[src/rtl/rstctl_pkg.sv]
// Shared constants for the reset sequencer: source bit positions and class mask.
package rstctl_pkg;
    localparam int NSRC   = 7;
    localparam int B_POR  = 0;
    localparam int B_EXTH = 1;
    localparam int B_EXTS = 2;
    localparam int B_WDOG = 3;
    localparam int B_BMON = 4;
    localparam int B_CHK  = 5;
    localparam int B_JTAG = 6;

    typedef logic [NSRC-1:0] src_vec_t;

    // Sources that demand a hard sequence (bits 1, 3, 4, 5).
    localparam src_vec_t HARD_CLASS = src_vec_t'((1 << B_EXTH) | (1 << B_WDOG) |
                                                 (1 << B_BMON) | (1 << B_CHK));
endpackage

[src/rtl/rstctl_src.sv]
// Request gathering and classification.
// Builds the source vector from the pads and internal events, masks the
// checkstop with its enable, suppresses everything while a sequence runs,
// and reports whether a start is due and which class it is.
// Assumes pad inputs are already synchronous to clk.
module rstctl_src
    import rstctl_pkg::*;
(
    input  logic     hard_pad_n,
    input  logic     soft_pad_n,
    input  logic     wdog_expire,
    input  logic     bmon_expire,
    input  logic     core_chkstop,
    input  logic     chk_rst_en,
    input  logic     jtag_soft_req,
    input  logic     busy,
    output src_vec_t req,
    output logic     start,
    output logic     start_hard
);
    src_vec_t raw;

    // Map each raw event onto its status bit position.
    always_comb begin
        raw         = '0;
        raw[B_EXTH] = ~hard_pad_n;
        raw[B_EXTS] = ~soft_pad_n;
        raw[B_WDOG] = wdog_expire;
        raw[B_BMON] = bmon_expire;
        raw[B_CHK]  = core_chkstop & chk_rst_en;
        raw[B_JTAG] = jtag_soft_req;
    end

    // Gate requests off while the controller is driving reset, then classify.
    always_comb begin
        req        = busy ? '0 : raw;
        start      = |req;
        start_hard = |(req & HARD_CLASS);
    end
endmodule

[src/rtl/rstctl_seq.sv]
// Sequence timer.
// Runs a hard sequence (hard line HOLD cycles, soft line HOLD+TAIL cycles)
// or a soft sequence (soft line HOLD cycles). Power-on reset holds a hard
// sequence at its first count until released. Starts are accepted only
// when idle.
module rstctl_seq #(
    parameter int HOLD = 512,
    parameter int TAIL = 3
) (
    input  logic clk,
    input  logic rst_n,
    input  logic start,
    input  logic start_hard,
    output logic busy,
    output logic hard_en,
    output logic soft_en
);
    localparam int LONG = HOLD + TAIL;
    localparam int CW   = $clog2(LONG + 1);

    logic          is_hard;
    logic [CW-1:0] cnt;
    logic [CW-1:0] last_cnt;

    // Final count value for the sequence in progress.
    always_comb last_cnt = is_hard ? CW'(LONG - 1) : CW'(HOLD - 1);

    // Sequence state: busy flag, class and elapsed-cycle counter.
    always_ff @(posedge clk) begin
        if (!rst_n) begin
            busy    <= 1'b1;
            is_hard <= 1'b1;
            cnt     <= '0;
        end else if (busy) begin
            if (cnt == last_cnt) busy <= 1'b0;
            cnt <= cnt + 1'b1;
        end else if (start) begin
            busy    <= 1'b1;
            is_hard <= start_hard;
            cnt     <= '0;
        end
    end

    // Line enables: soft line for the whole sequence, hard line for the first HOLD cycles.
    always_comb begin
        soft_en = busy;
        hard_en = busy & is_hard & (cnt < CW'(HOLD));
    end
endmodule

[src/rtl/rstctl_stat.sv]
// Reset cause record.
// Loads the full source vector when a sequence starts, otherwise clears
// bits written as one. Power-on leaves only the power-on bit set.
module rstctl_stat
    import rstctl_pkg::*;
(
    input  logic     clk,
    input  logic     rst_n,
    input  logic     rec,
    input  src_vec_t rec_vec,
    input  logic     clr_we,
    input  src_vec_t clr_mask,
    output src_vec_t stat
);
    // Record on start (takes precedence), else write-one-to-clear.
    always_ff @(posedge clk) begin
        if (!rst_n)      stat <= src_vec_t'(1 << B_POR);
        else if (rec)    stat <= rec_vec;
        else if (clr_we) stat <= stat & ~clr_mask;
    end
endmodule

[src/rtl/rstctl_top.sv]
// Multi-source reset sequencer top.
// Connects request gathering, the sequence timer and the cause record.
// Outputs are open-drain pull-down enables; the pad inputs read the lines back.
module rstctl_top
    import rstctl_pkg::*;
#(
    parameter int HOLD = 512,
    parameter int TAIL = 3
) (
    input  logic            clk,
    input  logic            rst_n,
    input  logic            hard_pad_n,
    input  logic            soft_pad_n,
    input  logic            wdog_expire,
    input  logic            bmon_expire,
    input  logic            core_chkstop,
    input  logic            chk_rst_en,
    input  logic            jtag_soft_req,
    input  logic            stat_clr_we,
    input  logic [NSRC-1:0] stat_clr_mask,
    output logic [NSRC-1:0] stat_q,
    output logic            hard_pd_en,
    output logic            soft_pd_en
);
    src_vec_t req;
    logic     start;
    logic     start_hard;
    logic     busy;

    rstctl_src u_src (
        .hard_pad_n   (hard_pad_n),
        .soft_pad_n   (soft_pad_n),
        .wdog_expire  (wdog_expire),
        .bmon_expire  (bmon_expire),
        .core_chkstop (core_chkstop),
        .chk_rst_en   (chk_rst_en),
        .jtag_soft_req(jtag_soft_req),
        .busy         (busy),
        .req          (req),
        .start        (start),
        .start_hard   (start_hard)
    );

    rstctl_seq #(.HOLD(HOLD), .TAIL(TAIL)) u_seq (
        .clk       (clk),
        .rst_n     (rst_n),
        .start     (start),
        .start_hard(start_hard),
        .busy      (busy),
        .hard_en   (hard_pd_en),
        .soft_en   (soft_pd_en)
    );

    rstctl_stat u_stat (
        .clk     (clk),
        .rst_n   (rst_n),
        .rec     (start),
        .rec_vec (req),
        .clr_we  (stat_clr_we),
        .clr_mask(stat_clr_mask),
        .stat    (stat_q)
    );
endmodule

[config.mk]
export PLATFORM = sky130hd
export DESIGN_NAME = rstctl_top
export DESIGN_NICKNAME = d
export VERILOG_FILES = /design/src/rtl/rstctl_pkg.sv /design/src/rtl/rstctl_src.sv /design/src/rtl/rstctl_seq.sv /design/src/rtl/rstctl_stat.sv /design/src/rtl/rstctl_top.sv
export SDC_FILE = /design/constraint.sdc
export NUM_CORES = 1
export LEC_CHECK = 0
export ABC_CLOCK_PERIOD_IN_PS = 5000
export BUFFER_PORTS_ARGS = -buffer_cell sky130_fd_sc_hd__buf_2
export CORE_MARGIN = 10
export CORE_UTILIZATION = 45
export DETAILED_ROUTE_END_ITERATION = 12
export GPL_ROUTABILITY_DRIVEN = 0
export GPL_TIMING_DRIVEN = 0
export PLACE_DENSITY = 0.78
export SYNTH_ARGS = -nofsm -noshare
export SYNTH_HDL_FRONTEND = slang
export SYNTH_HIERARCHICAL = 1
export SYNTH_SLANG_ARGS = --single-unit
[constraint.sdc]
create_clock -name clk -period 5 [get_ports clk]
set_clock_uncertainty 0.2 [all_clocks]
set_input_delay 0 -clock clk [delete_from_list [all_inputs] [get_ports clk]]
set_output_delay 0 -clock clk [all_outputs]
set_load 0.005 [all_outputs]
==> reports/summary.md, run 1 <==
The run finished with clean final reports. Traced cell by cell, the critical path runs through a31oi_1 > nand2b_1 > clkbuf_1 > mux2i_1 > nand2_1 > dlygate4sd3_1. Derived from the worst setup path, the maximum achievable clock frequency is 393.4 MHz. The run gives 1060 as the total vias in the final route. STA classifies the critical path endpoint as a flip-flop. Summing every instance area after synthesis gives 980.9 um^2. The initial detailed-routing violation count was 58. STA puts the critical path data required time at 5000 ps.

The final cell count without fillers is 197, and the TritonCTS buffer count is 3. The reported leakage power is 0.5445 nW. At the end of the flow, the number of nets in the layout was 189.

The synthesized netlist net count came out at 137. For this design, the slowest cell found on the critical path is sky130_fd_sc_hd__a31oi_1. The run gives 0 as the post-cts gate resize count. In this design, the stage delay of the slowest critical-path cell is 660 ps.

The total wire length after detailed routing came out at 2912 um. For this run, the leading register cell type out of synthesis is sky130_fd_sc_hd__dfxtp_1. The die is 66.69 um tall. For the CTS sink count, the log shows 19.

Setup repair after global routing left no endpoint under its margin. The transition time at the pin with the least slew margin is 806.8 ps. The number of enable flip-flop cells after synthesis was 0. Die outline width: 66.69 um.

26 I/O pins were placed. In the global route stage, overall resource usage came out at 13.59%. IR analysis of the VDD net gives a maximum drop of 0.1541 mV.

In the final routed layout, each cell accounts on average for 14.78 um. The layout has 148 filler cells. The placed cell count was 171; the hold violation total from the final report was 0.

Post-synthesis cell type count: 35. The classification of the worst setup path was reg2reg. The utilization of the core after routing was 68.63%. Setup violations remaining at the end of the flow were counted as 0. Count of nets left with antenna violations after detail routing: 0.

No sink is reached through more buffers than the 2 on the longest clock path. The number of global-route vias before repair was 1030; the final cycle utilization of the critical path was 50.83%. The area growth from synthesis to layout is 41.45%. In this run the tightest slew margin relative to its limit is 45.96%. The count of buffers added on input and output ports is 25. The count of standard-cell rows was 16; the power density over cell area was 191.8 nW/um^2. The worst min-delay path class was reg2reg. The pin count of the biggest net entering global routing is 14, and the number of search-and-repair iterations in the first detailed-routing pass is 4. In the routed layout, each cell is associated on average with a via count of 5.381. The clock latency on the worst-skew pair was 300 ps; the total area of sequential cells was 380.4 um^2. In this run the standard cell core region covers 2022 um^2. Sequential elements use 38.78% of the synthesized area. The total die area is 4448 um^2. For the final routed database, the setup TNS stands at 0 ps.

The initial antenna violation count is 0. The tool flagged a number of max-cap violations equal to 0. 0 antenna diodes ended up in the layout. Summed over all nets, the half-perimeter wirelength after detailed placement is 1774 um. The async set-or-reset flop fraction in the synthesized netlist was 0%. In this run the worst path has a maximum fanout of 13. STA puts the critical path data arrival time at 2540 ps. TritonCTS built the clock tree.

After detailed routing, the number of remaining DRC violations is 0. Once the floorplan was initialized, standard cells occupied 48.51% of the core. For the finished layout, the period the worst path requires is 2542 ps.

After global routing the overflow that remains totals 0. After clock tree synthesis, the clock-pin slew on the worst setup and hold paths is 110 ps. STA classifies the critical path startpoint as a flip-flop. The share of final-layout standard cells stronger than drive strength 1 is 21.76%. During synthesis, Yosys emitted a total of 6 warnings. Area of the multi-input gates: 550.5 um^2. The number of synthesized register bits is 19, and the mean post-synth cell area is 8.243 um^2. Synthesis handed over a netlist of 119 instances. The count of H-tree levels built during CTS is 1. The tools report the CTS root buffer as sky130_fd_sc_hd__clkbuf_4. The first global-routing pass estimated 4795 um of wire. Final count of pins violating max slew: 0.
-- kinds of logic (layout without fill, tap and decap cells) --
kind of cell	after synthesis	count (layout)	share of synthesized area, %
compound gates	26	26	17.47
fa+ha+maj	1	1	1.275
buf+inv	9	60	5.100
flops	19	19	38.78
mux	3	3	3.061
other cells	1	1	0.3823
simple gates	60	60	33.93
-- metal layers --
layer  track usage, %  wire [um]  vias to the layer above
li1                 -          -                      532
met1            14.91       1171                      487
met2            24.41       1549                       33
met3            3.512        137                        8
met4            4.712         54                        0
met5                0          0                        -
-- final timing paths --
path,end,slack [ps],startpoint,depth (start not counted)
min reg2reg,u_stat/stat[0],310,u_stat/stat[0],2
min,u_stat/stat[0],310,u_stat/stat[0],2
max,u_seq/is_hard,2460,u_seq/busy,6
max reg2reg,u_seq/is_hard,2460,u_seq/busy,6
-- sequential cells by signal, indices dropped and copies added (netlist names) --
signal	flops
u_seq/cnt	10
u_seq/is_hard	1
u_stat/stat	7
u_seq/busy	1
-- cell usage in the layout, fill, tap and decap left out, types with 3 or more instances in the layout --
master and count:
sky130_fd_sc_hd__nand3b_1 6, sky130_fd_sc_hd__nand3_1 3, sky130_fd_sc_hd__inv_1 3, sky130_fd_sc_hd__nor2_1 8
sky130_fd_sc_hd__dlygate4sd3_1 22, sky130_fd_sc_hd__a21boi_1 6, sky130_fd_sc_hd__o211ai_1 3, sky130_fd_sc_hd__nand2_1 21
sky130_fd_sc_hd__clkbuf_4 3, sky130_fd_sc_hd__or4_1 4, sky130_fd_sc_hd__nand2b_1 3, sky130_fd_sc_hd__nor2b_1 3
sky130_fd_sc_hd__dfxtp_1 19, sky130_fd_sc_hd__buf_2 26, sky130_fd_sc_hd__a21oi_1 9, sky130_fd_sc_hd__mux2i_1 3
-- area by class of cell --
type	count	area share, %
buffer	5	2.525
clock inverter	1	0.3607
inverter	4	1.082
timing repair buffer	47	24.89
clock buffer	3	1.623
sequential	19	27.41
multi-input combinational	91	39.68
tap	27	2.435
-- power breakdown --
part	internal [W]	switching, W	leakage [nW]	total, W
Sequential	0.000154	0.00000362	0.154	0.000157
Clock	0.0000298	0.0000470	0.0177	0.0000768
Combinational	0.0000191	0.0000128	0.373	0.0000319
-- synth_stat cells (2+ instances only) --
library cell                n  share of area, %
sky130_fd_sc_hd__a21boi_1   6               4.6
sky130_fd_sc_hd__a21oi_1    9               4.6
sky130_fd_sc_hd__a31oi_1    2               1.3
sky130_fd_sc_hd__buf_4      2               1.5
sky130_fd_sc_hd__dfxtp_1   19                39
sky130_fd_sc_hd__inv_1      3               1.1
sky130_fd_sc_hd__mux2i_1    3               3.1
sky130_fd_sc_hd__nand2_1   21               8.0
sky130_fd_sc_hd__nand2b_1   3               1.9
sky130_fd_sc_hd__nand3_1    3               1.5
sky130_fd_sc_hd__nand3b_1   6               4.6
sky130_fd_sc_hd__nand4_1    2               1.3
sky130_fd_sc_hd__nor2_1     8               3.1
sky130_fd_sc_hd__nor2b_1    3               1.9
sky130_fd_sc_hd__nor4_1     2               1.3
sky130_fd_sc_hd__o211ai_1   3               2.3
sky130_fd_sc_hd__o311ai_0   2               1.8
sky130_fd_sc_hd__or3_1      2               1.3
sky130_fd_sc_hd__or4_1      4               3.1
-- worst max-delay path, delay by kind of cell (launching register included) --
family | cells | cell delay (ps)
AOI/OAI and AO/OA | 1 | 660
and+or+nand+nor | 2 | 170
DFF | 1 | 450
muxes | 1 | 190
buffers and inverters | 2 | 760
-- repair_timing --
action,in CTS,in global routing
hold buffers,22,0
hold endpoints to repair,19,0
setup endpoints to repair,0,0
buffers inserted,0,0
-- metrics by stage --
step	power [W]	area, um^2	hold WS [ps]	worst slack (ps)
detailed placement	0.0001818	1140	72.64	3076
CTS	0.0002654	1388	310.8	2562
global placement	0.0001809	1140	74.78	3139
finish	0.0002662	1388	312.7	2458
global route	0.0002803	1388	339.0	2249
floorplan	0.0001703	980.9	-138.1	3423
Power figures use the tool's default switching activity.
==> inputs of run 2 (changes only) <==
Settings changed: ABC_CLOCK_PERIOD_IN_PS 5000 to 2400.
Clock period 5 ns to 2.4 ns, I/O delays scaled along.
==> reports/summary.md, run 2 (synthesis gave the netlist of run 1 again) <==
The flow ran to the end, and the final reports show no timing, DRC or antenna violations. The run gives 19 (unchanged) as the CTS sink count. Traced cell by cell, the critical path runs through dlygate4sd3_1 > buf_2 > nand2_1 > dlygate4sd3_1 > a31oi_1 > dlygate4sd3_1 > mux2i_1 > nand2_1. The power density over cell area works out to 396.1 nW/um^2 (+110%). Worst-case register-to-register setup slack: 250 ps (-2210 ps). The logs give 300 ps (about the same) for the clock latency on the worst-skew pair and 1120 (+5.7%) for the total vias in the final route. Initial detailed-routing violation count: 78 (+34%). The library cell used most frequently in the layout, excluding fill and tap cells, is sky130_fd_sc_hd__buf_2.

The worst register-to-register path begins at u_seq/busy. The area of the multi-input gates was 556.8 um^2 (+1.1%). The logs give 2300 ps (-240 ps) for the arrival time of the worst setup path and 1 (unchanged) for the count of H-tree levels built during CTS.

The run gives 14.64% (+1.0 points) as the overall fraction of global-route tracks in use. The slowest cell on the critical path is sky130_fd_sc_hd__dlygate4sd3_1. Share of final-layout standard cells stronger than drive strength 1: 21.97% (+0.20 points).

The hold violation total from the final report is 0 (unchanged). The overflow left after global routing was 0 (unchanged). The post-layout minimum cycle time was 2312 ps.

The worst voltage drop across the vdd grid is 0.3295 mV (+110%). Count of standard-cell rows: 16 (unchanged). The register bank with the most flops was u_seq/cnt. The initial antenna violation count is 0 (unchanged). The die outline width was 66.69 um (unchanged).

TritonCTS built the clock tree. The tools report the end of the critical path as u_seq/is_hard. First-pass GRT wire length: 5112 um (+6.6%).

The tools report the maximum frequency from static timing analysis as 432.6 MHz. Setup repair after global routing left no endpoint under its margin. The run gives 70.42% (+1.8 points) as the utilization of the core after routing. The worst register-to-register path ends at u_stat/stat[5]. The tools report the post-CTS setup buffer count as 0 (unchanged).

For the fill cell instance count of the final layout, the log shows 143 (-3.4%). The setup-violating endpoint count in the final report came out at 0 (unchanged). The tools report the required time reported for the critical path endpoint as 2380 ps (-2620 ps).

Reported leakage power: 0.5616 nW (+3.1%). The number of search-and-repair iterations in the first detailed-routing pass is 4 (unchanged). The classification of the worst setup path was in2reg.

The delay contributed by the slowest stage of the critical path was 590 ps (-70 ps). The library cells used most frequently in the layout, excluding fill and tap cells, are sky130_fd_sc_hd__buf_2 (26), sky130_fd_sc_hd__dlygate4sd3_1 (25), sky130_fd_sc_hd__nand2_1 (21), sky130_fd_sc_hd__dfxtp_1 (19), sky130_fd_sc_hd__a21oi_1 (9). The critical path starts at chk_rst_en. In the final layout, the registers with the most flip-flops are u_seq/cnt x10, u_stat/stat x7.

The die boundary height is 66.69 um (unchanged). In this run the worst hold path is classified as in2reg. The final count of pins violating max slew was 0 (unchanged). The most numerous cell type found on the critical path is sky130_fd_sc_hd__dlygate4sd3_1.

Number of buffers added on ports: 25 (unchanged). The flip-flop count of the largest register after layout was 10 (unchanged); the TritonCTS buffer count was 3 (unchanged). The tools report the total die area as 4448 um^2 (unchanged).

For the number of global-route vias before repair, the log shows 1045 (+1.5%). The count of nets left with antenna violations after detail routing is 0 (unchanged), and the wire length per cell is 15.96 um (+7.9%). The number of cells traversed by the worst register-to-register path works out to 5 (-1).

The peak fanout along the critical path works out to 3 (-10). The area of the core is 2022 um^2 (unchanged), and the post-CTS clock slew at the launch and capture registers of the worst setup and hold paths is 110 ps (about the same). The number of nets in the finished design is 192 (+1.6%).

Total area of sequential cells: 380.4 um^2 (unchanged). Initial core utilization: 48.51% (unchanged). The number of maximum-capacitance violations is 0 (unchanged), and the number of vias per cell after detailed routing is 5.600 (+4.1%). For the antenna cell count, the log shows 0 (unchanged). The type of element capturing the critical path was a flip-flop. The logs give 3191 um (+9.6%) for the total wire length after detailed routing and 26 (unchanged) for the top-level I/O count.

The sum of negative setup slack is 0 ps (unchanged). The worst path uses 96.32% of the clock period. Kind of start point of the critical path: a primary input. The post-detailed-placement half-perimeter wirelength is 1774 um (unchanged).

The pin count of the biggest net entering global routing was 14 (unchanged). The CTS root buffer was sky130_fd_sc_hd__clkbuf_4. The maximum buffer depth of the clock tree is 2 (unchanged).

For the post-route DRC violation count, the log shows 0 (unchanged). The area growth from synthesis to layout is 45.15%.
## run 2: metal layers
metal	vias up	share of wire, %	wire length, um	global-route usage [%]
met5	-	0	0	0
met4	0	2.7	85	4.974
met3	11	7.2	229	4.013
met2	54	53	1682	25.95
met1	515	37	1194	16.24
li1	540	-	-	-
## run 2: worst min path at each step
stage / endpoint / slack (ps) / from / cells after the start
5_1_grt: u_stat/stat[2] / 320 / core_chkstop / 6
3_3_place_gp: u_seq/is_hard / 70 / rst_n / 2
6_report: u_stat/stat[2] / 300 / core_chkstop / 5
3_5_place_dp: u_seq/is_hard / 70 / rst_n / 2
2_1_floorplan: u_seq/is_hard / -140 / rst_n / 1
4_1_cts: u_stat/stat[2] / 310 / u_stat/stat[2] / 2
## run 2: cell type report
| class | count | share of cell area [%] |
|---|---|---|
| clock buffer | 3 | 1.582 |
| sequential | 19 | 26.71 |
| buffer | 5 | 2.460 |
| tap | 27 | 2.373 |
| multi-input combinational | 91 | 39.10 |
| clock inverter | 1 | 0.3515 |
| inverter | 4 | 1.054 |
| timing repair buffer | 50 | 26.36 |
## run 2: critical path: cells and delay by family
| family | cells | cell delay, ps |
|---|---|---|
| buf+inv | 4 | 1820 |
| compound gates | 1 | 80 |
| simple gates | 2 | 210 |
| mux | 1 | 190 |
## run 2: stage by stage
stage / hold slack, ps / setup slack, ps / total power, W / cell area (um^2) / cells
6_report: 298.4 / 88.20 / 0.0005640 / 1424 / 200
3_3_place_gp: 74.78 / 539.2 / 0.0003769 / 1140 / 171
2_1_floorplan: -138.1 / 822.5 / 0.0003547 / 980.9 / 119
5_1_grt: 321.2 / 23.23 / 0.0005933 / 1424 / 200
3_5_place_dp: 72.64 / 475.9 / 0.0003787 / 1140 / 171
4_1_cts: 310.8 / 66.76 / 0.0005568 / 1418 / 200
## run 2: power breakdown
part | switching (W) | internal (W) | total, W
clock | 0.000101 | 0.0000621 | 0.000163
combinational | 0.0000294 | 0.0000433 | 0.0000727
sequential | 0.00000726 | 0.000321 | 0.000328
total | 0.000138 | 0.000426 | 0.000564
## run 2: timing repair
item                       4_1_cts  5_1_grt
resized for setup                0        1
hold buffers                    25        0
setup endpoints to repair        0        5
hold endpoints to repair        19        0
